## src/rtl/ref_match_timer.sv

```systemverilog
module ref_match_timer #(
  parameter int CNT_W    = 16,
  parameter int PRE_W    = 8,
  parameter int SLOW_DIV = 16,
  parameter int ADDR_W   = 5
) (
  input  logic              clk,
  input  logic              rst_n,
  input  logic [ADDR_W-1:0] addr,
  input  logic              wr_en,
  input  logic [CNT_W-1:0]  wr_data,
  output logic [CNT_W-1:0]  rd_data,
  output logic              irq
);
  localparam int SLOW_W = $clog2(SLOW_DIV);
  localparam logic [ADDR_W-1:0] A_MODE = ADDR_W'(5'h00);
  localparam logic [ADDR_W-1:0] A_REF  = ADDR_W'(5'h04);
  localparam logic [ADDR_W-1:0] A_CAP  = ADDR_W'(5'h08);
  localparam logic [ADDR_W-1:0] A_CNT  = ADDR_W'(5'h0C);
  localparam logic [ADDR_W-1:0] A_EV   = ADDR_W'(5'h11);

  logic [CNT_W-1:0]  mode_q, ref_q, cap_q, cnt_q;
  logic [1:0]        ev_q, ev_d;
  logic [PRE_W-1:0]  pre_q;
  logic [SLOW_W-1:0] slow_q;

  wire wr_mode = wr_en && addr == A_MODE;
  wire wr_ref  = wr_en && addr == A_REF;
  wire wr_cap  = wr_en && addr == A_CAP;
  wire wr_cnt  = wr_en && addr == A_CNT;
  wire wr_ev   = wr_en && addr == A_EV;
  wire cfg_wr  = wr_mode || wr_ref;

  wire [1:0] src      = mode_q[2:1];
  wire       run      = mode_q[0] && (src == 2'd1 || src == 2'd2);
  wire       pre_hit  = run && pre_q == mode_q[8 +: PRE_W];
  wire       slow_hit = slow_q == SLOW_W'(SLOW_DIV - 1);
  wire       tick     = pre_hit && (src == 2'd1 || slow_hit) && !cfg_wr && !wr_cnt;
  wire       match    = cnt_q == ref_q;

  always_ff @(posedge clk) begin
    if (!rst_n || cfg_wr || !run) begin
      pre_q  <= '0;
      slow_q <= '0;
    end else if (pre_hit) begin
      pre_q <= '0;
      if (src == 2'd2) slow_q <= slow_hit ? '0 : slow_q + 1'b1;
    end else begin
      pre_q <= pre_q + 1'b1;
    end
  end

  always_ff @(posedge clk) begin
    if (!rst_n) begin
      mode_q <= '0;
      ref_q  <= '0;
      cap_q  <= '0;
    end else begin
      if (wr_mode) begin
        mode_q <= wr_data;
        if (mode_q[0] && !wr_data[0]) ref_q <= '0;
      end
      if (wr_ref) ref_q <= wr_data;
      if (wr_cap) cap_q <= wr_data;
    end
  end

  always_ff @(posedge clk) begin
    if (!rst_n)      cnt_q <= '0;
    else if (wr_cnt) cnt_q <= wr_data;
    else if (tick)   cnt_q <= (match && mode_q[3]) ? '0 : cnt_q + 1'b1;
  end

  always_comb begin
    ev_d = ev_q & ~(wr_ev ? wr_data[1:0] : 2'b00);
    if (tick && match) ev_d[1] = 1'b1;
  end

  always_ff @(posedge clk) begin
    if (!rst_n) ev_q <= '0;
    else        ev_q <= ev_d;
  end

  always_comb begin
    case (addr)
      A_MODE:  rd_data = mode_q;
      A_REF:   rd_data = ref_q;
      A_CAP:   rd_data = cap_q;
      A_CNT:   rd_data = cnt_q;
      A_EV:    rd_data = CNT_W'(ev_q);
      default: rd_data = '0;
    endcase
  end

  assign irq = mode_q[4] & ev_q[1];

  p_pre_bound_r3: assert property (@(posedge clk) disable iff (!rst_n)
    pre_q <= mode_q[8 +: PRE_W]);
  p_hold_r5: assert property (@(posedge clk) disable iff (!rst_n)
    (!run && !wr_cnt) |=> $stable(cnt_q));
  p_flag_r6: assert property (@(posedge clk) disable iff (!rst_n)
    (tick && match) |=> ev_q[1]);
  p_restart_r6: assert property (@(posedge clk) disable iff (!rst_n)
    (tick && match && mode_q[3]) |=> cnt_q == '0);
  p_sticky_r8: assert property (@(posedge clk) disable iff (!rst_n)
    (ev_q[1] && !(wr_ev && wr_data[1])) |=> ev_q[1]);
  p_disable_clr_r10: assert property (@(posedge clk) disable iff (!rst_n)
    (wr_mode && mode_q[0] && !wr_data[0]) |=> ref_q == '0);
endmodule

```

## config.mk

```make
export PLATFORM = sky130hd
export DESIGN_NAME = ref_match_timer
export DESIGN_NICKNAME = d
export VERILOG_FILES = /design/src/rtl/ref_match_timer.sv
export SDC_FILE = /design/constraint.sdc
export NUM_CORES = 1
export LEC_CHECK = 0
export CORE_MARGIN = 5
export CORE_UTILIZATION = 33
export CTS_BUF_LIST = sky130_fd_sc_hd__clkbuf_8 sky130_fd_sc_hd__clkbuf_16
export DETAILED_ROUTE_END_ITERATION = 8
export HOLD_SLACK_MARGIN = 0.06
export RECOVER_POWER = 25
export SYNTH_ARGS = -nofsm -noshare
export SYNTH_HDL_FRONTEND = slang
export SYNTH_SLANG_ARGS = --single-unit
```

## constraint.sdc

```tcl
create_clock -name clk -period 4.1 [get_ports clk]
set_input_delay 0.615 -clock clk [delete_from_list [all_inputs] [get_ports clk]]
set_output_delay 0.615 -clock clk [all_outputs]
set_load 0.03 [all_outputs]
```

-- Yosys cells after proc, flatten, opt, wreduce, memory -nomap -nowiden
Cells that the tools add are included.
- add/sub/neg operators: 3
- eq/ne operators: 9
- muxes and demuxes: 10
- bitwise gates (word level): 3
- reduce and logical (&&, ||, !) cells: 30
- operator list (cell ; number):
    $mux W16 ; 6
    $pmux W16 S5 ; 1
    $add A16 B1 Y16 const B ; 1
    $eq A16 B16 Y1 ; 1
    $logic_and A1 B1 Y1 ; 13
    $eq A5 B4 Y1 const B ; 2
    $add A8 B1 Y8 const B ; 1
    $eq A8 B8 Y1 ; 1
    $reduce_bool A2 Y1 ; 3
    $eq A5 B3 Y1 const B ; 1
    $eq A5 B5 Y1 const B ; 1
    $logic_not A1 Y1 ; 5
    $logic_not A5 Y1 ; 1
    $logic_or A1 B1 Y1 ; 5
    $add A4 B1 Y4 const B ; 1
    $eq A4 B4 Y1 const B ; 1
    $mux W4 ; 1
    $reduce_and A2 Y1 ; 2
    $and A2 B2 Y2 ; 1
    $eq A2 B1 Y1 const B ; 1
    $eq A2 B2 Y1 const B ; 1
    $mux W2 ; 1
    $not A2 Y2 ; 1
    $reduce_or A2 Y1 ; 1
    2 further kinds ; 2
- bits in registers: 78

-- Logic depth before layout (Yosys ltp)
Gate-level depths: netlist of the first run.
- word-level depth: 9
- depth in mapped cells: 10
- gate-level depth less buffers: 8

-- Worst setup path before layout of the first run
Ideal clock, no wire load.
- path kind: in2out
- from: in addr[1]
- to: out rd_data[10]
- arrival time: 2069 ps
- data required time: 3485 ps
- path slack: 1416 ps
- stages on the path: 5
- cell sequence: or3_1 > nor3_1 > clkbuf_1 > a22oi_1 > nand2_1
- longest elaborated chain between the ends: 2
- elaborated cells on any way between the ends: 6
- classes of those cells: eq/ne: 4; mux: 1; reduce/logical: 1
- RTL lines (what ; line ; source):
    start: declaration ; 9 ; input logic [ADDR_W-1:0] addr,
    $eq A5 B5 Y1, or another cell as far along ; 85 ; case (addr)
    $pmux W16 S5 * ; 85 ;
    end: declaration ; 12 ; output logic [CNT_W-1:0] rd_data,
Every way passes the cells marked *; elsewhere a longest branch is shown, timed or not.

-- Worst setup path after layout of the first run
- from: in addr[4]
- to: out rd_data[14]
Same word-level chain as after synthesis.

==> results.toml, run 1 <==
[timing]
slew_viol_final = 0
finalSetupViolCount = 0
hold_viol_final = 0
final.setup.tns_ns = 0
maxSlewHeadroom = 0.160
clock-skew-final_ns = 0.00898
hold_slack_ns = 0.442
tightest_slew_ns = 1.25
period_share = 0.870
rsz0062_at_grt = "false"
clock.fmax_ghz = 0.280
finalCriticalPeriod_ns = 3.57

[synthesis]
muxShareOfSynthArea = 0.00248
yosysWarningCount = 0
syn_inst = 523
synth-adder-area-share = 0.0155
synth_xor_area_frac = 0.0674
synth-simple-area-share = 0.278
synth_fp_nets = 552
synth_compound_area_frac = 0.201
synth_top_family_by_area = "simple AND/OR/NAND/NOR gates"
yosysUniqueCellTypes = 47
ys_seq_elements = 78
yosysSeqAreaShare = 0.387
syn_area_um2 = 4030
syn_area_per_cell_um2 = 7.71

[place]
portBuffers = 40
gp_congestion = 0.817
dp_hpwl_um = 8520

[pwr]
p_sw_uw = 472
leakagePower_nw = 1.66
sequentialPowerShare = 0.439
p_clk_frac = 0.469
powerDensity_nw_per_um2 = 388
ir_worst_vdd_v = 0.000223
combPwrFrac = 0.092
p_int_mw = 1.41
swShare = 0.250
power.total_mw = 1.89

[finish]
multi_input_area_um2 = 2280
drive_gt1_frac = 0.0580
fin_util = 0.405
area_growth_pct = 20.6
n_fill_cell = 1235
n_antenna_cell = 0
register_area_um2 = 1560
final_cell_mix = "nand2_1 (126), dfxtp_1 (78), a22oi_1 (46), clkdlybuf4s50_1 (37), a21oi_1 (36)"
layout.nets = 576
final_common_cell = "nand2_1"

[routing]
drtIter0Drc = 248
vias = 3865
wire_per_inst_um = 17.1
drc = 0
via_per_inst = 5.53
wirelength_um = 11900
first_pass_iters = 5
ant_nets = 0

[die]
io_pins = 41
row_count = 40
initial_core_util = 0.336
die-area_um2 = 14500
coreArea_um2 = 12000
die_h_um = 121
die_w_um = 121

[grt]
grt.busiest_layer = "met2"
antenna_found_initial = 0
grt_pass1_wl_um = 19300
grt_max_degree = 56
overflow = 0
grt_use_total = 0.166
use_met2 = 0.256
grtUsageMet3 = 0.0243
use_met1 = 0.231
grt_pass1_vias = 3684

[clock_network]
cts_max_path_buffers = 2
cts-buffers-inserted = 9
post_cts_buffers = 0
clk_pin_slew_ns = 0.06
htree_num_levels = 3
cts_tree = "done"
ctsHoldBuffers = 0
cts-resized-gates = 0
cts-root-buf = "clkbuf_16"
cts_sinks = 78
worstSkewPairLatency_ns = 0.34

[setup_path]
cp-start-kind = "input port"
crit_arrival_ns = 2.95
path_max_fanout = 16
reg2reg_slack_ns = 1.49
endpoint_kind = "output pin"
worstPathRequired_ns = 3.48
crit_type = "in -> out"

[status]
status = "completed"

[min_path]
holdCritPathClass = "reg -> reg"

[job]
drv_cap = 0
[cell usage after synthesis (all sizes together)]
library cell | number | area (um2)
a31oi | 7 | 43.8
nor3 | 6 | 46.3
inv | 6 | 22.5
o21ai | 13 | 65.1
nor4 | 5 | 37.5
a21oi | 36 | 180
or2 | 1 | 6.26
a22oi | 46 | 345
nand2 | 126 | 473
xnor2 | 19 | 166
a221oi | 2 | 17.5
ha | 5 | 62.6
nor2 | 32 | 120
nor3b | 1 | 7.51
or3 | 4 | 25.0
nand2b | 2 | 12.5
clkbuf | 25 | 93.8
nand3b | 1 | 7.51
a211oi | 1 | 7.51
or4b | 1 | 10.0
o211ai | 3 | 22.5
a22o | 1 | 8.76
and3b | 1 | 8.76
xor2 | 12 | 105
nand4b | 1 | 8.76
a2111oi | 1 | 8.76
nand3 | 29 | 145
o311ai | 9 | 78.8
mux2i | 1 | 10.0
nand4 | 9 | 62.6
and4 | 4 | 35.0
o22a | 1 | 8.76
nor2b | 1 | 6.26
and3 | 11 | 68.8
and2 | 6 | 37.5
a221o | 1 | 10.0
dfxtp | 78 | 1560
o21a | 2 | 15.0
buf | 13 | 77.6
[per-layer routing]
layer	vias up	wire [um]
met5	-	0
met3	18	500
met2	112	5570
met4	0	261
li1	1894	-
met1	1841	5610
[through the flow]
stage | cell area (um2) | instances | setup WS [ns]
final | 4860 | 699 | 0.533
after global routing | 4860 | 699 | 0.434
after global placement | 4530 | 683 | 0.645
after detailed placement | 4530 | 683 | 0.610
after floorplan | 4030 | 523 | 1.42
after CTS | 4860 | 699 | 0.600
[area by class of cell]
type	instances	area share
Tap cell	147	0.0378
Timing Repair Buffer	51	0.0993
Clock buffer	10	0.0492
Inverter	6	0.00463
Clock inverter	6	0.0190
Sequential cell	78	0.321
Multi-Input combinational cell	401	0.469
[cells by family (layout without fill, tap and decap cells)]
group | after synthesis | after routing
buf+inv | 44 | 73
simple gates | 241 | 241
flops | 78 | 78
fa+ha+maj | 5 | 5
compound gates | 123 | 123
mux | 1 | 1
xor+xnor | 31 | 31
[worst max-delay path, cell delays in order]
cell and delay (ns):
dlygate4sd3_1 0.78, nand2b_1 0.21, nor2_1 0.07, buf_4 0.20
a22o_1 0.19, a221o_1 0.28, clkdlybuf4s50_1 0.60
[state kept, by name, summed over array words and instances (netlist names)]
signal and cells:
slow_q 4, cap_q 16, ev_q 2, pre_q 8, cnt_q 16, mode_q 16, ref_q 16
[path summary, 6_finish.rpt]
path	depth (start not counted)	endpoint	startpoint
setup / recovery	7	rd_data[14]	addr[4]
hold / removal	2	ev_q[0]$_SDFF_PN0_	ev_q[0]$_SDFF_PN0_
setup reg to reg	5	cnt_q[3]$_SDFFE_PN0P_	pre_q[1]$_SDFF_PP0_
hold reg to reg	2	ev_q[0]$_SDFF_PN0_	ev_q[0]$_SDFF_PN0_
[power groups by stage]
| stage | clock network (mW) | registers (mW) | logic (mW) |
|---|---|---|---|
| final | 0.886 | 0.828 | 0.173 |
| after CTS | 0.895 | 0.827 | 0.174 |
| after floorplan | 0 | 0.811 | 0.136 |
| after global placement | 0 | 0.843 | 0.169 |
| after detailed placement | 0 | 0.844 | 0.173 |
| after global routing | 0.930 | 0.832 | 0.192 |
Note: power is estimated with default switching activity, not from simulation.
==> inputs of run 2 (changes only) <==
--- a/config.mk
+++ b/config.mk
@@ -6,10 +6,11 @@
 export NUM_CORES = 1
 export LEC_CHECK = 0
 export CORE_MARGIN = 5
-export CORE_UTILIZATION = 33
+export CORE_UTILIZATION = 50
 export CTS_BUF_LIST = sky130_fd_sc_hd__clkbuf_8 sky130_fd_sc_hd__clkbuf_16
 export DETAILED_ROUTE_END_ITERATION = 8
 export HOLD_SLACK_MARGIN = 0.06
+export PLACE_DENSITY = 0.72
 export RECOVER_POWER = 25
 export SYNTH_ARGS = -nofsm -noshare
 export SYNTH_HDL_FRONTEND = slang
==> run 2 against run 1 <==
Design area is 3.0% lower. Sequential share of layout area rose by 0.99 points. Critical path depth stayed put. Final cell count shrank 6.4%. Register-to-register slack worse by 0.07 ns. Worst hold slack better by 0.0072 ns. Power fell by 9.4%. Core utilization increased by 20 points.
==> results.toml, run 2 (synthesis gave the netlist of run 1 again) <==
[status]
status = "completed"

[grt]
overflow = 0
grt_pass1_vias = 3680
grt_use_total = 0.236
grt_max_degree = 56
grt_pass1_wl_um = 18900
antenna_found_initial = 0

[routing]
vias = 3923
drc = 0
wire_per_inst_um = 17.4
first_pass_iters = 7
via_per_inst = 6.00
wirelength_um = 11400
ant_nets = 0
drtIter0Drc = 349

[timing]
hold_viol_final = 0
slew_viol_final = 0
final.setup.tns_ns = 0
tightest_slew_ns = 1.23
clock-skew-final_ns = 0.0125
rsz0062_at_grt = "false"
finalSetupViolCount = 0
maxSlewHeadroom = 0.178
period_share = 0.886
finalCriticalPeriod_ns = 3.63
clock.fmax_ghz = 0.275

[die]
die_w_um = 99.8
row_count = 32
die-area_um2 = 9960
coreArea_um2 = 7810
initial_core_util = 0.516
io_pins = 41
die_h_um = 99.8

[finish]
stdcell_count = 654
layout.nets = 576
n_fill_cell = 735
final_common_cell = "nand2_1"
n_antenna_cell = 0
drive_gt1_frac = 0.0543
final_cell_mix = "nand2_1 (126), dfxtp_1 (78), a22oi_1 (46), clkdlybuf4s50_1 (37), a21oi_1 (36)"
fin_util = 0.604
area_growth_pct = 17.0

[clock_network]
cts_tree = "done"
ctsHoldBuffers = 0
cts_sinks = 78
clk_pin_slew_ns = 0.08
cts-root-buf = "clkbuf_8"
cts-resized-gates = 0
post_cts_buffers = 0
cts-buffers-inserted = 9
worstSkewPairLatency_ns = 0.35
cts_max_path_buffers = 2
htree_num_levels = 3

[pwr]
leakagePower_nw = 1.63
ir_worst_vdd_v = 0.000182
powerDensity_nw_per_um2 = 362

[setup_path]
endpoint_kind = "output pin"
crit_arrival_ns = 3.02
path_max_fanout = 16
worstPathRequired_ns = 3.48
cp-start-kind = "input port"
crit_type = "in -> out"

[min_path]
holdCritPathClass = "reg -> reg"

[job]
drv_cap = 0

[place]
dp.cells = 638
gp_congestion = 0.902
portBuffers = 40
dp_hpwl_um = 7930
==> run 2: per-layer routing <==
metal  track usage  vias up  part of all wire
li1              -     1892                 -
met2         0.374      163              0.47
met4        0.0819        0             0.016
met1         0.323     1854              0.44
met5             0        -                 0
met3        0.0445       14             0.066
==> run 2: through the flow <==
stage	hold slack (ns)	cell area, um2	total power, mW	setup slack, ns
after floorplan	0.412	4030	0.948	1.42
after global placement	0.430	4470	1.01	0.665
after detailed placement	0.433	4470	1.01	0.624
after CTS	0.446	4720	1.71	0.593
after global routing	0.470	4720	1.77	0.371
final	0.450	4720	1.71	0.466
==> run 2: cell type report <==
| type | count | area [um2] | share of cell area |
|---|---|---|---|
| Multi-Input combinational cell | 401 | 2270 | 0.482 |
| Sequential cell | 78 | 1560 | 0.331 |
| Timing Repair Buffer | 51 | 483 | 0.102 |
| Clock buffer | 10 | 138 | 0.0292 |
| Tap cell | 102 | 128 | 0.0271 |
| Clock inverter | 6 | 110 | 0.0233 |
| Inverter | 6 | 22.5 | 0.00477 |
==> run 2: worst max-delay path, cell delays in order <==
cell	delay [ns]
dlygate4sd3_1	0.60
or3_1	0.42
nor3_1	0.15
buf_4	0.25
a22o_1	0.18
a221o_1	0.12
clkdlybuf4s50_1	0.67
==> run 2: report_power, final <==
part / switching [mW] / leakage, nW / total, mW / internal [mW]
Clock: 0.291 / 0.124 / 0.711 / 0.420
Combinational: 0.0929 / 0.878 / 0.171 / 0.0784
Sequential: 0.0459 / 0.630 / 0.827 / 0.781
==> run 2: final timing paths <==
path,from,endpoint,slack [ns],cells after the start
worst max register to register,mode_q[14]$_SDFFE_PN0P_,cnt_q[3]$_SDFFE_PN0P_,1.42,5
worst min register to register,ev_q[0]$_SDFF_PN0_,ev_q[0]$_SDFF_PN0_,0.45,2
worst min-delay path,ev_q[0]$_SDFF_PN0_,ev_q[0]$_SDFF_PN0_,0.45,2
worst max-delay path,addr[1],rd_data[14],0.47,7
